$ cat config.mk
export PLATFORM = sky130hd
export DESIGN_NAME = hg_cross_halt
export DESIGN_NICKNAME = d
export VERILOG_FILES = /design/src/rtl/hg_pkg.sv /design/src/rtl/hg_member_cfg.sv /design/src/rtl/hg_event_detect.sv /design/src/rtl/hg_request.sv /design/src/rtl/hg_cross_halt.sv
export SDC_FILE = /design/constraint.sdc
export NUM_CORES = 1
export LEC_CHECK = 0
export CAP_MARGIN = 20
export CORE_MARGIN = 2
export CORE_UTILIZATION = 56
export DETAILED_ROUTE_END_ITERATION = 12
export PLACE_DENSITY = 0.9
export SYNTH_ARGS = -nofsm -noshare
export SYNTH_HDL_FRONTEND = slang
export SYNTH_SLANG_ARGS = --single-unit
$ cat constraint.sdc
create_clock -name clk -period 2.29 [get_ports clk]
set_clock_uncertainty 0.15 [all_clocks]
set_input_delay 0.229 -clock clk [delete_from_list [all_inputs] [get_ports clk]]
set_output_delay 0.229 -clock clk [all_outputs]
set_load 0.005 [all_outputs]
$ cat src/rtl/hg_pkg.sv
`timescale 1ns/1ps
package hg_pkg;
  localparam int GRP_W = 5;
  typedef logic [GRP_W-1:0] grp_t;

  typedef enum logic [1:0] {
    MEM_HART = 2'd0,
    MEM_TIN  = 2'd1,
    MEM_TOUT = 2'd2
  } mem_kind_e;

  // Clamp a written group number to the implemented range; illegal -> group 0.
  function automatic grp_t legal_grp(grp_t v, int unsigned ngroups);
    return (32'(v) < ngroups) ? v : '0;
  endfunction

  // Member participates in group g (group 0 never participates).
  function automatic logic grp_match(grp_t member, int unsigned g);
    return (g != 0) && (32'(member) == g);
  endfunction
endpackage

$ cat src/rtl/hg_member_cfg.sv
`timescale 1ns/1ps
module hg_member_cfg
  import hg_pkg::*;
#(
  parameter int        N_MEM    = 4,
  parameter int        IDX_W    = 2,
  parameter int        N_GROUPS = 4,
  parameter mem_kind_e KIND     = MEM_HART
) (
  input  logic                        clk,
  input  logic                        rst_n,
  input  logic                        cfg_we,
  input  logic [1:0]                  cfg_kind,
  input  logic [IDX_W-1:0]            cfg_idx,
  input  logic [GRP_W-1:0]            cfg_wgrp,
  output logic [N_MEM-1:0][GRP_W-1:0] grp_o,
  output logic [GRP_W-1:0]            rd_o
);
  logic kind_hit;
  assign kind_hit = (cfg_kind == KIND);

  for (genvar i = 0; i < N_MEM; i++) begin : g_mem
    logic sel;
    assign sel = kind_hit && (cfg_idx == IDX_W'(i));
    always_ff @(posedge clk or negedge rst_n) begin
      if (!rst_n)              grp_o[i] <= '0;
      else if (cfg_we && sel)  grp_o[i] <= legal_grp(cfg_wgrp, N_GROUPS);
    end
  end

  always_comb begin
    rd_o = '0;
    for (int i = 0; i < N_MEM; i++)
      if (kind_hit && (cfg_idx == IDX_W'(i))) rd_o = grp_o[i];
  end
endmodule

$ cat src/rtl/hg_event_detect.sv
`timescale 1ns/1ps
module hg_event_detect
  import hg_pkg::*;
#(
  parameter int N_HARTS  = 4,
  parameter int N_TIN    = 2,
  parameter int N_GROUPS = 4
) (
  input  logic                          clk,
  input  logic                          rst_n,
  input  logic [N_HARTS-1:0]            hart_halted,
  input  logic [N_TIN-1:0]              trig_in,
  input  logic [N_HARTS-1:0][GRP_W-1:0] hart_grp,
  input  logic [N_TIN-1:0][GRP_W-1:0]   tin_grp,
  output logic [N_HARTS-1:0]            halt_rise,
  output logic [N_GROUPS-1:0]           group_fire
);
  logic [N_HARTS-1:0] halted_q;

  always_ff @(posedge clk or negedge rst_n) begin
    if (!rst_n) halted_q <= '0;
    else        halted_q <= hart_halted;
  end

  assign halt_rise = hart_halted & ~halted_q;

  always_comb begin
    group_fire = '0;
    for (int g = 1; g < N_GROUPS; g++) begin
      for (int i = 0; i < N_HARTS; i++)
        if (halt_rise[i] && grp_match(hart_grp[i], g)) group_fire[g] = 1'b1;
      for (int t = 0; t < N_TIN; t++)
        if (trig_in[t] && grp_match(tin_grp[t], g)) group_fire[g] = 1'b1;
    end
  end
endmodule

$ cat src/rtl/hg_request.sv
`timescale 1ns/1ps
module hg_request
  import hg_pkg::*;
#(
  parameter int N_HARTS  = 4,
  parameter int N_TOUT   = 2,
  parameter int N_GROUPS = 4
) (
  input  logic                          clk,
  input  logic                          rst_n,
  input  logic [N_HARTS-1:0]            hart_halted,
  input  logic [N_GROUPS-1:0]           group_fire,
  input  logic [N_HARTS-1:0][GRP_W-1:0] hart_grp,
  input  logic [N_TOUT-1:0][GRP_W-1:0]  tout_grp,
  output logic [N_HARTS-1:0]            hart_fire,
  output logic [N_TOUT-1:0]             tout_fire,
  output logic [N_HARTS-1:0]            hart_req,
  output logic [N_TOUT-1:0]             trig_out
);
  always_comb begin
    hart_fire = '0;
    tout_fire = '0;
    for (int g = 1; g < N_GROUPS; g++) begin
      for (int i = 0; i < N_HARTS; i++)
        if (group_fire[g] && grp_match(hart_grp[i], g)) hart_fire[i] = 1'b1;
      for (int k = 0; k < N_TOUT; k++)
        if (group_fire[g] && grp_match(tout_grp[k], g)) tout_fire[k] = 1'b1;
    end
  end

  // A new event sets the request; it is held until the hart reports halted.
  always_ff @(posedge clk or negedge rst_n) begin
    if (!rst_n) begin
      hart_req <= '0;
      trig_out <= '0;
    end else begin
      hart_req <= hart_fire | (hart_req & ~hart_halted);
      trig_out <= tout_fire;
    end
  end
endmodule

$ cat src/rtl/hg_cross_halt.sv
`timescale 1ns/1ps
module hg_cross_halt
  import hg_pkg::*;
#(
  parameter int N_HARTS  = 4,
  parameter int N_TIN    = 2,
  parameter int N_TOUT   = 2,
  parameter int N_GROUPS = 4,
  localparam int MAX_A   = (N_HARTS > N_TIN) ? N_HARTS : N_TIN,
  localparam int MAX_MEM = (MAX_A > N_TOUT) ? MAX_A : N_TOUT,
  localparam int IDX_W   = (MAX_MEM > 1) ? $clog2(MAX_MEM) : 1
) (
  input  logic               clk,
  input  logic               rst_n,
  input  logic [N_HARTS-1:0] hart_halted,
  input  logic [N_TIN-1:0]   trig_in,
  input  logic               cfg_we,
  input  logic [1:0]         cfg_kind,
  input  logic [IDX_W-1:0]   cfg_idx,
  input  logic [4:0]         cfg_wgrp,
  output logic [4:0]         cfg_rgrp,
  output logic [N_HARTS-1:0] hart_grp_haltreq,
  output logic [N_TOUT-1:0]  trig_out
);
  logic [N_HARTS-1:0][GRP_W-1:0] hart_grp;
  logic [N_TIN-1:0][GRP_W-1:0]   tin_grp;
  logic [N_TOUT-1:0][GRP_W-1:0]  tout_grp;
  logic [GRP_W-1:0]              rd_hart, rd_tin, rd_tout;
  logic [N_HARTS-1:0]            halt_rise;
  logic [N_GROUPS-1:0]           group_fire;
  logic [N_HARTS-1:0]            hart_fire;
  logic [N_TOUT-1:0]             tout_fire;

  hg_member_cfg #(.N_MEM(N_HARTS), .IDX_W(IDX_W), .N_GROUPS(N_GROUPS), .KIND(MEM_HART)) u_cfg_hart (
    .clk(clk), .rst_n(rst_n), .cfg_we(cfg_we), .cfg_kind(cfg_kind), .cfg_idx(cfg_idx),
    .cfg_wgrp(cfg_wgrp), .grp_o(hart_grp), .rd_o(rd_hart));

  hg_member_cfg #(.N_MEM(N_TIN), .IDX_W(IDX_W), .N_GROUPS(N_GROUPS), .KIND(MEM_TIN)) u_cfg_tin (
    .clk(clk), .rst_n(rst_n), .cfg_we(cfg_we), .cfg_kind(cfg_kind), .cfg_idx(cfg_idx),
    .cfg_wgrp(cfg_wgrp), .grp_o(tin_grp), .rd_o(rd_tin));

  hg_member_cfg #(.N_MEM(N_TOUT), .IDX_W(IDX_W), .N_GROUPS(N_GROUPS), .KIND(MEM_TOUT)) u_cfg_tout (
    .clk(clk), .rst_n(rst_n), .cfg_we(cfg_we), .cfg_kind(cfg_kind), .cfg_idx(cfg_idx),
    .cfg_wgrp(cfg_wgrp), .grp_o(tout_grp), .rd_o(rd_tout));

  assign cfg_rgrp = rd_hart | rd_tin | rd_tout;

  hg_event_detect #(.N_HARTS(N_HARTS), .N_TIN(N_TIN), .N_GROUPS(N_GROUPS)) u_detect (
    .clk(clk), .rst_n(rst_n), .hart_halted(hart_halted), .trig_in(trig_in),
    .hart_grp(hart_grp), .tin_grp(tin_grp), .halt_rise(halt_rise), .group_fire(group_fire));

  hg_request #(.N_HARTS(N_HARTS), .N_TOUT(N_TOUT), .N_GROUPS(N_GROUPS)) u_req (
    .clk(clk), .rst_n(rst_n), .hart_halted(hart_halted), .group_fire(group_fire),
    .hart_grp(hart_grp), .tout_grp(tout_grp), .hart_fire(hart_fire), .tout_fire(tout_fire),
    .hart_req(hart_grp_haltreq), .trig_out(trig_out));
endmodule

==> results of run 1 <==
-- metal layers --
layer | GRT usage (%) | up-vias | routed length (um)
li1 | - | 975 | -
met1 | 37.4 | 1066 | 2750
met2 | 43.0 | 101 | 2910
met3 | 4.36 | 23 | 448
met4 | 9.43 | 0 | 218
met5 | 0 | - | 0
-- worst register-to-register path: stages, from the launching register on --
cell	delay (ns)
dfrtp_1	0.39
buf_4	0.12
buf_4	0.11
nor4b_4	0.05
nand3b_1	0.09
nand3_1	0.11
or3_4	0.40
mux2_2	0.28
a221o_1	0.32
-- synthesized netlist by cell type (all sizes together), types with 3 or more instances --
cell type | n | area share, %
a21oi | 3 | 0.59
a31oi | 5 | 1.2
and2 | 17 | 4.2
clkbuf | 5 | 0.74
dfrtp | 50 | 49
inv | 3 | 0.44
mux2 | 10 | 4.4
mux2i | 5 | 2.0
mux4 | 5 | 4.4
nand2 | 21 | 3.2
nand2b | 3 | 0.84
nand3 | 15 | 3.1
nand3b | 12 | 3.5
nand4 | 3 | 0.74
nor2 | 10 | 1.5
nor2b | 18 | 4.4
nor3 | 4 | 0.98
nor3b | 5 | 1.9
nor4b | 4 | 2.1
o21ai | 12 | 2.4
o22ai | 4 | 0.98
or3 | 4 | 1.2
-- state kept, by name (all words and copies together), names as in the netlist --
signal,count
u_req.trig_out,2
u_cfg_tout.grp_o,10
u_cfg_tin.grp_o,10
u_detect.halted_q,4
u_cfg_hart.grp_o,20
u_req.hart_req,4
-- what timing repair did --
action	4_1_cts	5_1_grt
setup endpoints to repair	5	4
hold buffers	1	0
setup buffers	8	2
pin swaps	0	2
hold endpoints to repair	22	0
resized for setup	8	6
-- stage by stage --
step / power, uW / utilization (%) / setup WS (ns) / area, um^2
after floorplan: 1040 / - / 0.402 / 2550
after global placement: 1150 / 69.2 / -0.275 / 3010
after detailed placement: 1160 / 69.2 / -0.348 / 3010
after CTS: 1680 / 73.0 / 0.0114 / 3180
after global routing: 1730 / 73.8 / -0.00174 / 3210
final: 1690 / 73.8 / 0.0380 / 3210
-- how the worst max path moves through the flow --
stage / from / to / depth (start not counted)
after floorplan: u_cfg_hart.grp_o[1]$_DFFE_PN0P_ / u_req.hart_req[1]$_DFF_PN0_ / 6
after global placement: cfg_kind[0] / cfg_rgrp[0] / 6
after detailed placement: cfg_kind[0] / cfg_rgrp[3] / 6
after CTS: cfg_kind[1] / cfg_rgrp[2] / 6
after global routing: u_cfg_tin.grp_o[8]$_DFFE_PN0P_ / cfg_rgrp[3] / 5
final: u_cfg_tin.grp_o[8]$_DFFE_PN0P_ / cfg_rgrp[3] / 5
-- cell type report --
cell class / count / share of cell area, %
clock inverters: 1 / 0.156
inverters: 3 / 0.350
flip-flops and latches: 50 / 38.9
repair buffers: 58 / 16.3
well taps: 52 / 2.02
multi-input cells: 176 / 39.5
clock buffers: 7 / 2.69
-- where the power goes --
group          internal [uW]  switching (uW)
clock network            244             289
logic                    115             108
registers                906            25.6
-- logic make-up after synthesis --
kind of cell / share of synthesized area [%]
simple gates: 30.5
mux: 10.8
compound gates: 8.01
buf+inv: 1.57
flops: 49.1
==> summary.txt, run 1 <==
Min path
  • Hold Crit Class: input pin to flip-flop
  • Worst hold endpoint: u_detect.halted_q[1]$_DFF_PN0_
  • Hold Startpoint: hart_halted[1]
  • Worst hold stages: 1

Flow run
  • MaxCap Viol Count: 0

Critical path
  • Slowest CP cell: mux4_2
  • Req. time, crit path: 1.91 ns
  • Data arrival, critical path: 1.87 ns
  • R2r endpoint: u_req.hart_req[1]$_DFF_PN0_
  • Worst setup SP type: flip-flop
  • R2r startpoint: u_cfg_tin.grp_o[8]$_DFFE_PN0P_
  • CP delay by family, top: multiplexers
  • CP Capture Type: output port
  • CP Buf/Inv Count: 1
  • Worst-path fanout max: 2
  • Reg2Reg Depth: 8
  • CP Class: flip-flop to output port
  • R2R setup slack: 0.16 ns
  • Cells along the critical path: mux4_2, nor2b_1, a31oi_1, o22ai_1, clkdlybuf4s15_1
  • Max incr delay on CP: 0.49 ns

Final layout
  • Filler Cell Count: 301
  • Finished Layout Cells: 347
  • Share of layout cells above drive strength 1: 22.7%
  • Most frequent cells in the layout: dfrtp_1, buf_4, nand2_1, clkdlybuf4s50_1
  • Antenna diodes: 0
  • Commonest non-fill, non-tap cell in the layout: dfrtp_1
  • FF+latch area: 1250 um^2
  • Combined area of the multi-input logic cells: 1270 um^2
  • Net count, final: 312
  • P&R area growth vs syn: 26.2%

Die
  • Rows: 24
  • Die area: 5100 um^2
  • Die width: 71.4 um
  • Core area: 4350 um^2
  • Boundary pin count: 29
  • Starting Density: 58.5%
  • Die Y: 71.4 um

Synthesis
  • Syn avg cell area: 10.8 um^2
  • Synth warnings: 0
  • Post-synth top flop: dfrtp_1
  • Sequential share of the synthesized area: 49.1%
  • Post-Syn Area: 2550 um^2
  • Synth cell types: 43
  • Mapped Cells: 236
  • Seq cells post-synth: 50
  • Post-synth ARST share: 100%
  • Net count after synthesis: 254
  • Post-synth EDFFs: 0

Placed design
  • IO Port Bufs: 28
  • Placed Cells: 328
  • Hpwl dp: 4590 um
  • GPL Wtd Cong: 1.00

Detailed routing
  • DR vias/cell: 6.24
  • DRC viols: 0
  • WL per Instance: 18.2 um
  • Via count: 2165
  • 1st-pass router iterations: 5
  • Number of DRC markers in iteration 0: 251
  • Total Wirelength: 6330 um
  • Routed Antenna Nets: 0

STA
  • Final cycle utilization of the critical path: 98.3%
  • Slew margin rel.: 57.2%
  • Fmax: 444 MHz
  • Least-Margin Pin Slew: 0.633 ns
  • Setup violators final: 0
  • Max-slew violations: 0
  • Final TNS setup: 0 ns
  • Fin. Hold Viols: 0
  • Tmin final: 2.25 ns
  • Hold WS: 0.247 ns

GRT
  • Largest net degree at the start of global routing: 29
  • Number of global-route vias before repair: 2143
  • First-pass GRT wire length: 10500 um
  • Grt ovf: 0
  • GR Util All Layers: 26.8%
  • Initial antenna violation count: 0

Clocking
  • Clock transition at path regs: 0.09 ns
  • CTS buffer count: 5
  • H-Tree Depth: 2
  • Clock latency on the worst-skew pair: 0.31 ns
  • Root Buffer: clkbuf_8
  • CTS Sinks: 50
  • Clock buffer depth: 2
  • CTS tree: done

Power and ir drop
  • Static Leak: 0.00150 uW
  • Power density over cell area: 525 nW/um^2
  • Worst vdd ir: 0.312 mV

Run status
  • Status: finished clean
No activity file was read; power rests on OpenSTA's default activity.
==> run 2, diff against run 1 <==
- SETUP_SLACK_MARGIN: default -> 0.05
==> run 2 against run 1 <==
Net effect: combinational power about the same; design area is 0.19% lower; clock power fell by 0.9%; via count decreased by 0.92%; power is 0.26% lower; sequential share of layout area increased by 0.076 points; wire length down 0.81%; core utilization shrank 0.14 points.
==> summary.txt, run 2 (synthesized netlist as in run 1, its figures left out) <==
Run status
  • Status: finished clean

GRT
  • Largest net degree at the start of global routing: 29
  • Met3 Resource Use GR: 4.36%
  • First-pass GRT wire length: 10500 um
  • Number of global-route vias before repair: 2142
  • Initial antenna violation count: 0
  • Met2 Usage GRT: 42.9%
  • Grt ovf: 0
  • GR Util All Layers: 26.8%
  • Grt met1 use: 37.5%
  • Layer with the highest usage: met2

Placed design
  • GPL Wtd Cong: 1.00
  • IO Port Bufs: 28
  • Hpwl dp: 4590 um
  • Setup WS pre-CTS: -0.348 ns

STA
  • Least-Margin Pin Slew: 0.599 ns
  • Fin. Hold Viols: 0
  • Max-slew violations: 0
  • Slew margin rel.: 59.5%
  • Tmin final: 2.22 ns
  • Setup violators final: 0
  • Final cycle utilization of the critical path: 97.1%
  • Fmax: 450 MHz
  • Setup WS post-layout: 0.0666 ns
  • RSZ-0062 raised after global routing: yes

Die
  • Starting Density: 58.5%
  • Core area: 4350 um^2
  • Die width: 71.4 um
  • Boundary pin count: 29
  • Die Y: 71.4 um
  • Rows: 24
  • Die area: 5100 um^2

Clocking
  • CTS buffer count: 5
  • Clock transition at path regs: 0.09 ns
  • Root Buffer: clkbuf_8
  • CTS Sinks: 50
  • Clock buffer depth: 2
  • CTS tree: done
  • Clock latency on the worst-skew pair: 0.30 ns
  • H-Tree Depth: 2

Critical path
  • Max incr delay on CP: 0.48 ns
  • CP Buf/Inv Count: 1
  • Reg2Reg Depth: 8
  • Slowest CP cell: mux4_2
  • CP Class: flip-flop to output port
  • R2R setup slack: 0.07 ns
  • Cells along the critical path: mux4_2, nor2b_1, a31oi_1, o22ai_1, clkdlybuf4s15_1
  • Worst-path fanout max: 2
  • Req. time, crit path: 1.91 ns
  • CP delay by family, top: multiplexers
  • Critical path depth: 5
  • Data arrival, critical path: 1.84 ns
  • CP Capture Type: output port
  • Worst setup SP type: flip-flop

Min path
  • Worst hold stages: 1
  • Hold Crit Class: input pin to flip-flop

Final layout
  • Share of layout cells above drive strength 1: 23.0%
  • Commonest non-fill, non-tap cell in the layout: dfrtp_1
  • Filler Cell Count: 303
  • Biggest registers after layout: u_cfg_hart.grp_o x20, u_cfg_tin.grp_o x10, u_cfg_tout.grp_o x10
  • P&R area growth vs syn: 26.0%
  • Largest Register: u_cfg_hart.grp_o
  • Util after Layout: 73.7%
  • Most frequent cells in the layout: dfrtp_1, buf_4, nand2_1, clkdlybuf4s50_1, nor2b_1
  • Antenna diodes: 0
  • Net count, final: 313
  • Max reg flops: 20

Detailed routing
  • DRC viols: 0
  • Via count: 2145
  • Routed Antenna Nets: 0
  • Total Wirelength: 6280 um
  • 1st-pass router iterations: 4
  • WL per Instance: 18.0 um
  • DR vias/cell: 6.16
  • Number of DRC markers in iteration 0: 304

Power and ir drop
  • Worst vdd ir: 0.312 mV
  • Power density over cell area: 525 nW/um^2
  • Static Leak: 0.00148 uW

Flow run
  • MaxCap Viol Count: 0
[run 2: metrics by stage]
stage | instance area, um^2 | hold slack [ns] | total power, uW | cells | setup TNS (ns)
global placement | 3010 | 0.0888 | 1150 | 328 | -1.07
CTS | 3180 | 0.254 | 1670 | 345 | 0
floorplan | 2550 | -0.217 | 1040 | 236 | 0
global route | 3210 | 0.270 | 1740 | 348 | -0.00140
finish | 3210 | 0.256 | 1680 | 348 | 0
detailed placement | 3010 | 0.0902 | 1160 | 328 | -1.30
[run 2: layout make-up]
cell class              count  area, um^2  share of cell area (%)
clock buffers               7        86.3                    2.69
clock inverters             1        5.00                   0.156
inverters                   3        11.3                   0.351
multi-input cells         176        1270                    39.5
flip-flops and latches     50        1250                    39.0
well taps                  52        65.1                    2.03
repair buffers             59         520                    16.2
[run 2: final timing paths]
check | startpoint | to
min | hart_halted[0] | u_detect.halted_q[0]$_DFF_PN0_
max reg2reg | u_cfg_hart.grp_o[0]$_DFFE_PN0P_ | u_req.hart_req[3]$_DFF_PN0_
max in group asynchronous | rst_n | u_cfg_hart.grp_o[18]$_DFFE_PN0P_
min in group asynchronous | rst_n | u_req.hart_req[0]$_DFF_PN0_
min reg2reg | u_req.hart_req[2]$_DFF_PN0_ | u_req.hart_req[2]$_DFF_PN0_
max | u_cfg_tin.grp_o[8]$_DFFE_PN0P_ | cfg_rgrp[3]
[run 2: what timing repair did]
| item | in CTS | in global routing |
|---|---|---|
| resized for setup | 11 | 4 |
| hold buffers | 1 | 0 |
| endpoints found under the hold margin | 22 | 0 |
| pin swaps | 1 | 2 |
| buffers inserted | 8 | 3 |
| endpoints found under the setup margin | 5 | 3 |
[run 2: metal layers]
| layer | vias up | wire, um |
|---|---|---|
| met5 | - | 0 |
| met2 | 101 | 2930 |
| li1 | 977 | - |
| met4 | 0 | 193 |
| met3 | 19 | 416 |
| met1 | 1048 | 2740 |
[run 2: report_power, final]
part	total [uW]	internal, uW	switching [uW]
sequential	932	906	25.6
combinational	223	116	107
clock	528	244	284
total	1680	1270	417
